==> src/rtl/irq_entry_pkg.sv <==
package irq_entry_pkg;
    localparam int unsigned IRQ_EN_W      = 4;
    localparam int unsigned IRQ_EN_BIT    = 1;
    localparam int unsigned IRQ_MIN_LOW   = 2;
    localparam int unsigned IRQ_SYNC_N    = 2;
    localparam int unsigned IRQ_PC_W      = 11;
    localparam logic [10:0] IRQ_VECTOR    = 11'h0FF;

    function automatic int unsigned cnt_width(input int unsigned limit);
        return (limit < 2) ? 1 : $clog2(limit + 1);
    endfunction
endpackage

==> src/rtl/irq_sync.sv <==
module irq_sync #(
    parameter int unsigned STAGES = irq_entry_pkg::IRQ_SYNC_N
) (
    input  logic clk,
    input  logic rst_n,
    input  logic stb,
    input  logic pin_n,
    output logic lvl_n
);
    logic [STAGES-1:0] sh_d, sh_q;

    generate
        if (STAGES == 1) begin : g_one
            always_comb sh_d = stb ? pin_n : sh_q;
        end else begin : g_chain
            always_comb sh_d = stb ? {sh_q[STAGES-2:0], pin_n} : sh_q;
        end
    endgenerate

    always_ff @(posedge clk) begin
        if (!rst_n) sh_q <= '1;
        else        sh_q <= sh_d;
    end

    assign lvl_n = sh_q[STAGES-1];

    a_r1_sync_moves_on_strobe_only: assert property (@(posedge clk) disable iff (!rst_n)
        !stb |=> $stable(lvl_n));
endmodule

==> src/rtl/irq_width_qual.sv <==
module irq_width_qual #(
    parameter int unsigned MIN_LOW = irq_entry_pkg::IRQ_MIN_LOW
) (
    input  logic clk,
    input  logic rst_n,
    input  logic stb,
    input  logic lvl_n,
    output logic hit
);
    localparam int unsigned CNT_W = irq_entry_pkg::cnt_width(MIN_LOW);
    localparam logic [CNT_W-1:0] LAST = CNT_W'(MIN_LOW - 1);

    typedef struct packed {
        logic             armed;
        logic [CNT_W-1:0] cnt;
    } qual_t;

    qual_t st_d, st_q;

    always_comb begin
        st_d = st_q;
        hit  = 1'b0;
        if (stb) begin
            if (lvl_n) begin
                st_d.cnt   = '0;
                st_d.armed = 1'b1;
            end else if (st_q.armed) begin
                if (st_q.cnt == LAST) begin
                    hit        = 1'b1;
                    st_d.armed = 1'b0;
                    st_d.cnt   = '0;
                end else begin
                    st_d.cnt = st_q.cnt + 1'b1;
                end
            end
        end
    end

    always_ff @(posedge clk) begin
        if (!rst_n) st_q <= '{armed: 1'b1, cnt: '0};
        else        st_q <= st_d;
    end

    a_r2_hit_needs_low_level: assert property (@(posedge clk) disable iff (!rst_n)
        hit |-> (stb && !lvl_n));
    a_r8_rearm_after_high: assert property (@(posedge clk) disable iff (!rst_n)
        $rose(st_q.armed) |-> $past(lvl_n));
    a_r8_no_hit_while_disarmed: assert property (@(posedge clk) disable iff (!rst_n)
        hit |=> !st_q.armed);
endmodule

==> src/rtl/irq_entry_ctrl.sv <==
module irq_entry_ctrl #(
    parameter int unsigned EN_W     = irq_entry_pkg::IRQ_EN_W,
    parameter int unsigned EN_BIT   = irq_entry_pkg::IRQ_EN_BIT,
    parameter int unsigned MIN_LOW  = irq_entry_pkg::IRQ_MIN_LOW,
    parameter int unsigned SYNC_N   = irq_entry_pkg::IRQ_SYNC_N,
    parameter int unsigned PC_W     = irq_entry_pkg::IRQ_PC_W,
    parameter logic [PC_W-1:0] VECTOR = PC_W'(irq_entry_pkg::IRQ_VECTOR)
) (
    input  logic            clk,
    input  logic            rst_n,
    input  logic            cyc_stb,
    input  logic            irq_n_pin,
    input  logic            xfer_busy,
    input  logic            ld_chain,
    input  logic            en_wr,
    input  logic [EN_W-1:0] en_wdata,
    output logic            enter_stb,
    output logic [PC_W-1:0] enter_vec,
    output logic            irq_pend,
    output logic [EN_W-1:0] en_bits
);
    typedef struct packed {
        logic            pend;
        logic [EN_W-1:0] en;
    } ctl_t;

    ctl_t st_d, st_q;
    logic lvl_n;
    logic hit;
    logic en_on;
    logic safe;

    irq_sync #(.STAGES(SYNC_N)) u_sync (
        .clk   (clk),
        .rst_n (rst_n),
        .stb   (cyc_stb),
        .pin_n (irq_n_pin),
        .lvl_n (lvl_n)
    );

    irq_width_qual #(.MIN_LOW(MIN_LOW)) u_qual (
        .clk   (clk),
        .rst_n (rst_n),
        .stb   (cyc_stb),
        .lvl_n (lvl_n),
        .hit   (hit)
    );

    always_comb begin
        st_d      = st_q;
        en_on     = st_q.en[EN_BIT];
        safe      = !xfer_busy && !ld_chain;
        enter_stb = cyc_stb && st_q.pend && en_on && safe;

        // pending survives only while enabled; entry consumes it
        st_d.pend = en_on && (st_q.pend || hit) && !enter_stb;

        if (enter_stb) st_d.en[EN_BIT] = 1'b0;
        if (en_wr)     st_d.en = en_wdata;
    end

    always_ff @(posedge clk) begin
        if (!rst_n) st_q <= '0;
        else        st_q <= st_d;
    end

    assign enter_vec = VECTOR;
    assign irq_pend  = st_q.pend;
    assign en_bits   = st_q.en;

    a_r3_disabled_drops_request: assert property (@(posedge clk) disable iff (!rst_n)
        !en_bits[EN_BIT] |=> !irq_pend);
    a_r4_no_entry_in_transfer: assert property (@(posedge clk) disable iff (!rst_n)
        (cyc_stb && xfer_busy) |-> !enter_stb);
    a_r5_no_entry_in_load_chain: assert property (@(posedge clk) disable iff (!rst_n)
        (cyc_stb && ld_chain) |-> !enter_stb);
    a_r4_deferred_request_held: assert property (@(posedge clk) disable iff (!rst_n)
        (irq_pend && en_bits[EN_BIT] && !enter_stb) |=> irq_pend);
    a_r6_entry_is_single_clock: assert property (@(posedge clk) disable iff (!rst_n)
        enter_stb |=> !enter_stb);
    a_r7_entry_clears_enable: assert property (@(posedge clk) disable iff (!rst_n)
        (enter_stb && !en_wr) |=> (!en_bits[EN_BIT] &&
            ((en_bits ^ $past(en_bits)) == (EN_W'(1) << EN_BIT))));
    a_r10_write_loads_all: assert property (@(posedge clk) disable iff (!rst_n)
        en_wr |=> (en_bits == $past(en_wdata)));
endmodule

==> config.mk <==
export PLATFORM = sky130hd
export DESIGN_NAME = irq_entry_ctrl
export DESIGN_NICKNAME = d
export VERILOG_FILES = /design/src/rtl/irq_entry_pkg.sv /design/src/rtl/irq_sync.sv /design/src/rtl/irq_width_qual.sv /design/src/rtl/irq_entry_ctrl.sv
export SDC_FILE = /design/constraint.sdc
export NUM_CORES = 1
export LEC_CHECK = 0
export BUFFER_PORTS_ARGS = -buffer_cell sky130_fd_sc_hd__buf_2
export CORE_MARGIN = 4
export CORE_UTILIZATION = 35
export CTS_CLUSTER_DIAMETER = 120
export DETAILED_ROUTE_END_ITERATION = 10
export MAX_ROUTING_LAYER = met4
export PLACE_DENSITY = 0.66
export SLEW_MARGIN = 40
export SYNTH_ARGS = -nofsm -noshare
export SYNTH_HDL_FRONTEND = slang
export SYNTH_HIERARCHICAL = 1
export SYNTH_SLANG_ARGS = --single-unit
==> constraint.sdc <==
create_clock -name clk -period 2.7 [get_ports clk]
set_input_delay 0.405 -clock clk [delete_from_list [all_inputs] [get_ports clk]]
set_output_delay 0.405 -clock clk [all_outputs]
set_load 0.03 [all_outputs]
After elaboration in Yosys (flattened, before gate mapping)
Cells that the tools add are included.

cells by class
  equality and inequality tests = 1
  add/sub/neg operators = 1
  reductions and logical operators = 13
  muxes and demuxes = 10

operator list
  operator             number
  $logic_and 1x1->1    6
  $mux 1               6
  $mux 3               2
  $mux 2               2
  $reduce_bool 2->1    2
  $logic_not 1->1      3
  $add 2x1->2 const B  1
  $eq 2x1->1 const B   1
  $reduce_and 2->1     1
  $logic_or 1x1->1     1

storage, ports and cells
  output and inout port bits = 17
  logic and storage cells = 31
  bits in registers = 10
  input bits = 11

Longest topological paths before layout
Gate-level depths: netlist of run 1.

  word-level depth = 8
  gate-level depth with buffers = 4
  mapped depth without buffers = 4

Cells and area by module
The synthesis of run 1 kept the hierarchy.

by module, submodules not included
  module          cells each  instances  area an instance (um2)  sequential area each (um2)
  irq_entry_ctrl  32          1          296.5                   100.1
  irq_width_qual  13          1          135.1                   60.1
  irq_sync        6           1          67.6                    40.0

Least setup slack after synthesis of run 1
OpenSTA, ideal clock, no wires.

  kind = register to output
  from = reg st_q (netlist bit irq_pend)
  to = out enter_stb
  path slack = 1.274 ns
  arrival time = 1.021 ns
  required time = 2.295 ns
  stages on the path, launching flop included = 3
  buffers on the path = 0
  cell sequence = dfxtp_1 -> and4bb_1 -> and2_2

on the way
  longest elaborated chain between the ends = 3

RTL lines
  element                         RTL line              source
  start, declared                 irq_entry_ctrl.sv:27  ctl_t st_d, st_q;
  start signal, assigned          irq_entry_ctrl.sv:64  else st_q <= st_d;
  $logic_and 1x1->1 (3 in a row)  irq_entry_ctrl.sv:53  enter_stb = cyc_stb && st_q.pend && en_on && safe;
  end, declared                   irq_entry_ctrl.sv:17  output logic enter_stb,

Every way passes these cells.

Worst setup path in the final report of run 1
Same ends and word-level chain as after synthesis.

==> out/results.md, run 1 <==
Run status
• finished clean — outcome

Finish
• 15.8% — synth-to-layout area growth
• 0.353 — share of post-route cells with drive strength above 1
• 80 — final-stage net count
• 0.439 — final core utilization
• 0 — count of inserted antenna diode cells
• 140 — fill count

Synth
• 21 — Unique masters post-synth
• 499 sq um — Netlist Area Pre-Place
• sky130_fd_sc_hd__dfxtp_1 — most area-hungry cell type in the Yosys netlist
• 12 x sky130_fd_sc_hd__buf_4, 10 x sky130_fd_sc_hd__dfxtp_1, 5 x sky130_fd_sc_hd__mux2i_1 — most numerous cell types in the synthesized netlist
• sky130_fd_sc_hd__dfxtp_1 — primary flip-flop cell chosen by synthesis mapping
• 0.401 — share of the synthesized area in the top cell type
• sky130_fd_sc_hd__buf_4 — most used standard cell by instance count after synthesis
• 10 — register bit count reported by yosys
• 9.79 sq um — syn avg cell area
• 0 — Async SR Flop Fraction
• 0 — Post-synth EDFFs
• 51 — Mapped Cells
• sky130_fd_sc_hd__dfxtp_1 40%, sky130_fd_sc_hd__buf_4 18%, sky130_fd_sc_hd__mux2i_1 10% — top cells by area, synth
• 0.401 — Seq/Total Area, Yosys
• 6 — Yosys warning total

Power
• 601 nW/um^2 — ratio of total power to cell area
• 0.000250 W — cell internal pwr
• 0.336 mV — maximum vdd drop
• 0.0000976 W — Psw
• 0.450 — register share of total power
• 0.281 — switching share of total power
• 0.154 — Combinational Power Share
• 0.396 — fraction of power consumed by the clock network
• 0.307 nW — reported leakage power

Place
• 16 — count of input and output buffers
• 651 um — half-perimeter wire length after detailed placement
• 0.703 — global placer's final weighted congestion

Global routing
• 0 — initial antenna violation count
• 1360 um — global-route wire length before repair
• 0 — gr ovfl total
• 0.102 — Global Route Usage Sum
• 11 — maximum number of pins on one net before global-route repair
• 299 — number of global-route vias before repair

Timing
• 3.63 ps — Layout Skew
• 0.600 — post-route clock period utilization
• 1620 ps — minimum period implied by the final worst setup slack
• false — unrepaired setup endpoints after global routing
• 0 ps — Post-Route Setup TNS
• 0 — count of pins over their slew limit
• 617 MHz — FMAX
• 0 — # setup viols final
• 0 — number of endpoints with negative hold slack in the final report

Routing
• 0 — remaining design rule violation count
• 371 — via count
• 0 — antenna viol nets, final
• 4.47 — via density per instance
• 870 um — wire length reported by the detailed router
• 10.5 um — WL/cell
• 1 — number of violations reported at the end of detailed-routing iteration 0
• 2 — DRT Pass-1 Iters

Setup path
• 3 — crit-path max FO
• register — Setup crit start kind
• 1220 ps — critical path data arrival time
• 2300 ps — required arrival time at the worst endpoint
• output port — capturing element type of the critical path
• register to output port — category of the critical setup timing path

Min path
• input pin to register — Tightest Hold Check Type

Die
• 45.8 um — die height
• 1320 sq um — CORE AREA
• 2090 sq um — full die area
• 0.379 — initial core utilization
• 45.8 um — Die W
• 28 — total I/O pin count
• 13 — row count

Clock tree
• 70 ps — clock edge transition at the registers on the reported setup and hold paths
• 0 — # resized after CTS
• sky130_fd_sc_hd__clkbuf_4 — cell chosen for the clock root
• 0 — post-CTS setup buffer count
• 10 — CTS sink count
• 1 — number of H-tree branching levels
• 270 ps — clock latency reported for the late side of the worst-skew pair
• 2 — Longest Clk Path Bufs
• 0 — hold-fix buffer count after cts
• 3 — number of buffers created by CTS
• yes — CTS tree

Job
• 0 — max-cap viol count

## layout by cell type, fill, tap and decap left out, drive strengths merged
| master | n |
|---|---|
| clkbuf | 4 |
| dfxtp | 10 |
| and2 | 1 |
| a221o | 1 |
| conb | 11 |
| buf | 16 |
| nor2 | 1 |
| and4bb | 1 |
| nand3 | 1 |
| nand3b | 1 |
| inv | 1 |
| a21o | 1 |
| and3b | 2 |
| o211a | 1 |
| mux2i | 5 |
| nand2 | 4 |
| nor3 | 1 |
| nor2b | 3 |
| a21oi | 1 |
| o211ai | 1 |
| o31ai | 1 |
## final cells by class
type / count / area, sq um / area share
clock buffers: 4 / 36.3 / 0.0628
inverters: 1 / 3.75 / 0.00649
multi-input cells: 37 / 239 / 0.413
flip-flops and latches: 10 / 200 / 0.346
well taps: 15 / 18.8 / 0.0325
repair buffers: 16 / 80.1 / 0.139
## critical path, cell delays in order, from the launching register on
cell	delay [ps]
sky130_fd_sc_hd__dfxtp_1	340
sky130_fd_sc_hd__and4bb_1	260
sky130_fd_sc_hd__and2_2	150
sky130_fd_sc_hd__buf_2	190
## sequential cells by signal, summed over array words and instances (netlist names)
name         cells
u_qual/st_q      3
u_sync/sh_q      2
en_bits          4
irq_pend         1
## power groups by stage
stage	Combinational, W	Clock, W	Sequential, W
finish	0.0000535	0.000138	0.000156
global route	0.0000578	0.000153	0.000157
CTS	0.0000534	0.000147	0.000156
detailed placement	0.0000535	0	0.000159
global placement	0.0000529	0	0.000159
floorplan	0.0000446	0	0.000166
## metal layers
metal / part of all wire / global-route usage
met5: 0 / -
met4: 0.017 / 0.0682
met3: 0.12 / 0.0593
met2: 0.42 / 0.120
met1: 0.44 / 0.126
## path summary, 6_finish.rpt
path / startpoint / endpoint / slack (ps) / depth (start not counted)
setup / recovery: irq_pend$_SDFF_PN0_ / enter_stb / 1080 / 3
hold / removal: irq_n_pin / u_sync/sh_q[0]$_SDFFE_PN1P_ / 360 / 3
setup reg to reg: u_sync/sh_q[1]$_SDFFE_PN1P_ / irq_pend$_SDFF_PN0_ / 1670 / 4
hold reg to reg: u_qual/st_q[1]$_SDFFE_PN0P_ / u_qual/st_q[1]$_SDFFE_PN0P_ / 440 / 2
## kinds of logic (layout without fill, tap and decap cells)
group / count (synthesis) / after routing / share of synthesized area
mux: 5 / 5 / 0.100
buf+inv: 13 / 21 / 0.188
flops: 10 / 10 / 0.401
simple gates: 15 / 15 / 0.188
compound gates: 6 / 6 / 0.108
other cells: 2 / 11 / 0.0150
## through the flow
stage | area, sq um | hold slack, ps | worst slack (ps) | cells | power (W)
2_1_floorplan | 533 | 415 | 1270 | 60 | 0.000211
3_3_place_gp | 542 | 438 | 1120 | 79 | 0.000212
3_5_place_dp | 542 | 432 | 1110 | 79 | 0.000213
4_1_cts | 578 | 346 | 1050 | 83 | 0.000356
5_1_grt | 578 | 371 | 987 | 83 | 0.000368
6_report | 578 | 356 | 1080 | 83 | 0.000347
Power figures use the tool's default switching activity.
==> run 2: changes to the inputs <==
--- a/config.mk
+++ b/config.mk
@@ -11,7 +11,7 @@
 export CTS_CLUSTER_DIAMETER = 120
 export DETAILED_ROUTE_END_ITERATION = 10
 export MAX_ROUTING_LAYER = met4
-export PLACE_DENSITY = 0.66
+export PLACE_DENSITY = 0.68
 export SLEW_MARGIN = 40
 export SYNTH_ARGS = -nofsm -noshare
 export SYNTH_HDL_FRONTEND = slang
==> constraint.sdc (replaced) <==
create_clock -name clk -period 1.35 [get_ports clk]
set_input_delay 0.2025 -clock clk [delete_from_list [all_inputs] [get_ports clk]]
set_output_delay 0.2025 -clock clk [all_outputs]
set_load 0.03 [all_outputs]
==> out/results.md, run 2 (synthesis results as in run 1) <==
Run status
• finished clean — outcome

Job
• 0 — max-cap viol count

Timing
• 153 ps — Hold Worst Slack
• false — unrepaired setup endpoints after global routing
• 0 — # setup viols final
• 50.2 ps — Worst Slack Setup Final
• 0.669 ps — Layout Skew
• 0.963 — post-route clock period utilization
• 0 ps — Post-Route Setup TNS
• 0 — number of endpoints with negative hold slack in the final report
• 1300 ps — minimum period implied by the final worst setup slack
• 0 — count of pins over their slew limit
• 769 MHz — FMAX

Finish
• 0 — count of inserted antenna diode cells
• 239 sq um — area used by multi-input combinational logic
• 0.386 — share of post-route cells with drive strength above 1
• sky130_fd_sc_hd__buf_2 — most common cell after layout, fill and taps aside
• 201 sq um — Reg area
• 134 — fill count
• 15 x sky130_fd_sc_hd__buf_2, 11 x sky130_fd_sc_hd__conb_1, 9 x sky130_fd_sc_hd__dfxtp_1 — top library cells by usage in the layout, fill and taps aside
• 20.3% — synth-to-layout area growth
• 82 — final-stage net count
• 4 — max reg flops
• 0.456 — final core utilization

Setup path
• register — Setup crit start kind
• irq_pend$_SDFF_PN0_ — reg-to-reg critical path endpoint
• 1150 ps — required arrival time at the worst endpoint
• u_sync/sh_q[1]$_SDFFE_PN1P_ — start of the worst register-to-register path
• 1100 ps — critical path data arrival time
• 310 ps — Reg2Reg Setup Slack
• register to output port — category of the critical setup timing path
• 4 — Register-to-Register Path Depth
• output port — capturing element type of the critical path
• 3 — crit-path max FO

Min path
• 3 — worst hold path cell count
• u_sync/sh_q[0]$_SDFFE_PN1P_ — destination of the worst hold path
• irq_n_pin — startpoint of the worst hold path
• input pin to register — Tightest Hold Check Type

Power
• 0.615 mV — maximum vdd drop
• 0.000686 W — Total Power
• 1140 nW/um^2 — ratio of total power to cell area
• 0.318 nW — reported leakage power

Clock tree
• 260 ps — clock latency reported for the late side of the worst-skew pair
• sky130_fd_sc_hd__clkbuf_4 — cell chosen for the clock root
• 3 — number of buffers created by CTS
• 0 — hold-fix buffer count after cts
• 60 ps — clock edge transition at the registers on the reported setup and hold paths
• 2 — Longest Clk Path Bufs
• 10 — CTS sink count
• 1 — number of H-tree branching levels
• yes — CTS tree

Global routing
• 0 — gr ovfl total
• 292 — number of global-route vias before repair
• 1270 um — global-route wire length before repair
• 11 — maximum number of pins on one net before global-route repair
• 0.0902 — Global Route Usage Sum
• 0 — initial antenna violation count

Place
• 650 um — half-perimeter wire length after detailed placement
• 215 ps — Worst Setup Slack post-DPL
• 0.660 — global placer's final weighted congestion
• 16 — count of input and output buffers

Routing
• 0 — antenna viol nets, final
• 0 — remaining design rule violation count
• 830 um — wire length reported by the detailed router
• 9.76 um — WL/cell
• 10 — number of violations reported at the end of detailed-routing iteration 0
• 372 — via count
• 4.38 — via density per instance
• 4 — DRT Pass-1 Iters

Die
• 28 — total I/O pin count
• 1320 sq um — CORE AREA
• 45.8 um — Die W
• 0.379 — initial core utilization
• 13 — row count
• 45.8 um — die height
• 2090 sq um — full die area

## run 2: cell types whose count changed in the layout (fill, tap and decap cells not counted)
| cell | previous run | this run |
|---|---|---|
| sky130_fd_sc_hd__buf_4 | 0 | 2 |
| sky130_fd_sc_hd__buf_2 | 16 | 15 |
| sky130_fd_sc_hd__buf_6 | 0 | 1 |
| sky130_fd_sc_hd__dfxtp_1 | 10 | 9 |
| sky130_fd_sc_hd__dfxtp_2 | 0 | 1 |
## run 2: worst max path at each step
stage | from | cells after the start | end | slack (ps)
final | irq_pend$_SDFF_PN0_ | 3 | enter_stb | 50
after global routing | irq_pend$_SDFF_PN0_ | 3 | enter_stb | 10
after CTS | irq_pend$_SDFF_PN0_ | 3 | enter_stb | 5
after detailed placement | ld_chain | 4 | enter_stb | 220
after global placement | ld_chain | 4 | enter_stb | 230
after floorplan | irq_pend$_SDFF_PN0_ | 2 | enter_stb | 130
## run 2: per-layer routing
layer	track usage	up-vias	wire length, um
met5	-	-	0
met4	0.0341	0	0
li1	-	188	-
met2	0.0975	19	359
met1	0.126	165	365
met3	0.0593	0	105
## run 2: final cells by class
| type | count | area share |
|---|---|---|
| clock buffers | 4 | 0.0604 |
| inverters | 1 | 0.00625 |
| multi-input cells | 37 | 0.398 |
| flip-flops and latches | 10 | 0.335 |
| well taps | 15 | 0.0313 |
| repair buffers | 18 | 0.169 |
## run 2: report_power, final
| group | switching (W) | leakage, nW | internal (W) |
|---|---|---|---|
| clock network | 0.000101 | 0.0210 | 0.000164 |
| registers | 0.00000668 | 0.0823 | 0.000306 |
| logic | 0.0000772 | 0.215 | 0.0000312 |
| total | 0.000185 | 0.318 | 0.000501 |
## run 2: worst max-delay path, cell delays in order (launching register included)
cell	delay, ps
sky130_fd_sc_hd__dfxtp_2	330
sky130_fd_sc_hd__and4bb_1	190
sky130_fd_sc_hd__and2_2	190
sky130_fd_sc_hd__buf_6	130
## run 2: repair_timing
item | in CTS | in global routing
pin swaps | 1 | 1
buffers inserted | 1 | 0
setup endpoints to repair | 1 | 1
resized for setup | 1 | 2
gates cloned | 0 | 0
## run 2: per-stage QoR
stage                     instance area (sq um)  std cells
after floorplan                             533         60
after global placement                      549         80
after detailed placement                    549         80
after CTS                                   596         85
after global routing                        601         85
final                                       601         85
==> run 3: changes to the inputs <==
--- a/config.mk
+++ b/config.mk
@@ -12,6 +12,7 @@
 export DETAILED_ROUTE_END_ITERATION = 10
 export MAX_ROUTING_LAYER = met4
 export PLACE_DENSITY = 0.68
+export REMOVE_ABC_BUFFERS = 1
 export SLEW_MARGIN = 40
 export SYNTH_ARGS = -nofsm -noshare
 export SYNTH_HDL_FRONTEND = slang
==> out/results.md, run 3 (synthesis results as in run 1) <==
Routing
• 4.49 — via density per instance
• 0 — antenna viol nets, final
• 0 — remaining design rule violation count
• 3 — number of violations reported at the end of detailed-routing iteration 0
• 3 — DRT Pass-1 Iters
• 9.89 um — WL/cell
• 373 — via count
• 821 um — wire length reported by the detailed router

Setup path
• 320 ps — largest incremental delay on the critical path
• output port — capturing element type of the critical path
• register to output port — category of the critical setup timing path
• 1 — critical path buffer and inverter count
• 3 — crit-path max FO
• and4bb_1 -> and2_2 -> buf_4 — cell breakdown of the critical path
• simple AND/OR/NAND/NOR gates — CP delay by family, top
• 1100 ps — critical path data arrival time
• 1150 ps — required arrival time at the worst endpoint
• register — Setup crit start kind
• sky130_fd_sc_hd__dfxtp_2 — slowest library cell on the worst path

Finish
• sky130_fd_sc_hd__buf_2 — most common cell after layout, fill and taps aside
• 136 — fill count
• 0 — count of inserted antenna diode cells
• 576 sq um — total non-filler cell area in the finished layout
• 0.437 — final core utilization
• 15.3% — synth-to-layout area growth
• 15 x sky130_fd_sc_hd__buf_2, 11 x sky130_fd_sc_hd__conb_1, 9 x sky130_fd_sc_hd__dfxtp_1 — top library cells by usage in the layout, fill and taps aside
• 81 — final-stage net count
• 0.368 — share of post-route cells with drive strength above 1
• 4 — max reg flops

Clock tree
• 2 — Longest Clk Path Bufs
• 1 — number of H-tree branching levels
• 250 ps — clock latency reported for the late side of the worst-skew pair
• 60 ps — clock edge transition at the registers on the reported setup and hold paths
• 10 — CTS sink count
• yes — CTS tree
• 3 — number of buffers created by CTS
• sky130_fd_sc_hd__clkbuf_4 — cell chosen for the clock root

Place
• 542 sq um — instance area at placement
• 0.726 — global placer's final weighted congestion
• 638 um — half-perimeter wire length after detailed placement
• 16 — count of input and output buffers

Die
• 2090 sq um — full die area
• 1320 sq um — CORE AREA
• 28 — total I/O pin count
• 0.379 — initial core utilization
• 45.8 um — die height
• 13 — row count
• 45.8 um — Die W

Job
• 0 — max-cap viol count

Power
• 0.433 mV — maximum vdd drop
• 0.173 — Combinational Power Share
• 1060 nW/um^2 — ratio of total power to cell area
• 0.306 nW — reported leakage power
• 0.000175 W — Psw
• 0.000438 W — cell internal pwr
• 0.510 — register share of total power
• 0.285 — switching share of total power
• 0.317 — fraction of power consumed by the clock network

Timing
• 766 MHz — FMAX
• 1.90 ps — Layout Skew
• 1300 ps — minimum period implied by the final worst setup slack
• 0.967 — post-route clock period utilization
• 0 — count of pins over their slew limit
• 0 — # setup viols final
• 0 — number of endpoints with negative hold slack in the final report

Run status
• finished clean — outcome

Global routing
• 0 — initial antenna violation count
• 11 — maximum number of pins on one net before global-route repair
• 0 — gr ovfl total
• 342 — number of global-route vias before repair
• 0.0960 — Global Route Usage Sum
• 1370 um — global-route wire length before repair

Min path
• input pin to register — Tightest Hold Check Type

==> run 3: cell count changes in the layout (fill, tap and decap cells not counted), sizes merged <==
| cell | change |
|---|---|
| buf | -1 |
| clkbuf | -1 |
==> run 3: layout make-up <==
cell class / instances / area (sq um) / area share
tap: 15 / 18.8 / 0.0326
clock buffer: 3 / 22.5 / 0.0391
multi-input combinational: 37 / 239 / 0.415
sequential: 10 / 201 / 0.350
inverter: 1 / 3.75 / 0.00652
timing repair buffer: 17 / 90.1 / 0.157
==> run 3: worst paths after layout <==
check | endpoint | cells past startpoint | slack (ps) | from
worst max register to register | irq_pend$_SDFF_PN0_ | 4 | 320 | u_sync/sh_q[1]$_SDFFE_PN1P_
worst min-delay path | u_sync/sh_q[0]$_SDFFE_PN1P_ | 3 | 160 | irq_n_pin
worst min register to register | u_qual/st_q[1]$_SDFFE_PN0P_ | 2 | 440 | u_qual/st_q[1]$_SDFFE_PN0P_
worst max-delay path | enter_stb | 3 | 50 | irq_pend$_SDFF_PN0_
==> run 3: worst reg2reg max path, cell delays in order (launching register included) <==
cell and delay (ps):
sky130_fd_sc_hd__dfxtp_1 390, sky130_fd_sc_hd__and3b_1 210, sky130_fd_sc_hd__and3b_2 190, sky130_fd_sc_hd__nor2_1 100, sky130_fd_sc_hd__nor3_1 50
==> run 3: layer usage <==
| metal | GRT usage | wire, um | up-vias |
|---|---|---|---|
| met5 | - | 0 | - |
| met4 | 0.0682 | 6 | 0 |
| met3 | 0.0395 | 110 | 2 |
| met2 | 0.128 | 318 | 21 |
| met1 | 0.114 | 385 | 162 |
| li1 | - | - | 188 |
==> run 3: through the flow <==
| stage | power [W] | setup slack [ps] | instances | setup TNS [ps] | hold WS (ps) |
|---|---|---|---|---|---|
| floorplan | 0.000392 | 127 | 48 | 0 | 264 |
| global placement | 0.000424 | 185 | 79 | 0 | 430 |
| detailed placement | 0.000425 | 162 | 79 | 0 | 427 |
| CTS | 0.000625 | 13.7 | 83 | 0 | 156 |
| global route | 0.000647 | -0.0415 | 83 | -0.0415 | 169 |
| finish | 0.000612 | 45.1 | 83 | 0 | 165 |
==> run 3: timing repair <==
| item | CTS | global route |
|---|---|---|
| hold endpoints to repair | 0 | 0 |
| hold buffers | 0 | 0 |
| endpoints found under the setup margin | 1 | 1 |
| gates resized for setup | 0 | 3 |
| buffers inserted | 1 | 0 |
==> run 3: power groups by stage <==
stage,logic [W],clock network (W),registers [W]
final,0.000106,0.000194,0.000313
after global routing,0.000115,0.000218,0.000314
after CTS,0.000106,0.000206,0.000313
after detailed placement,0.000106,0,0.000319
after global placement,0.000106,0,0.000319
after floorplan,0.0000601,0,0.000332
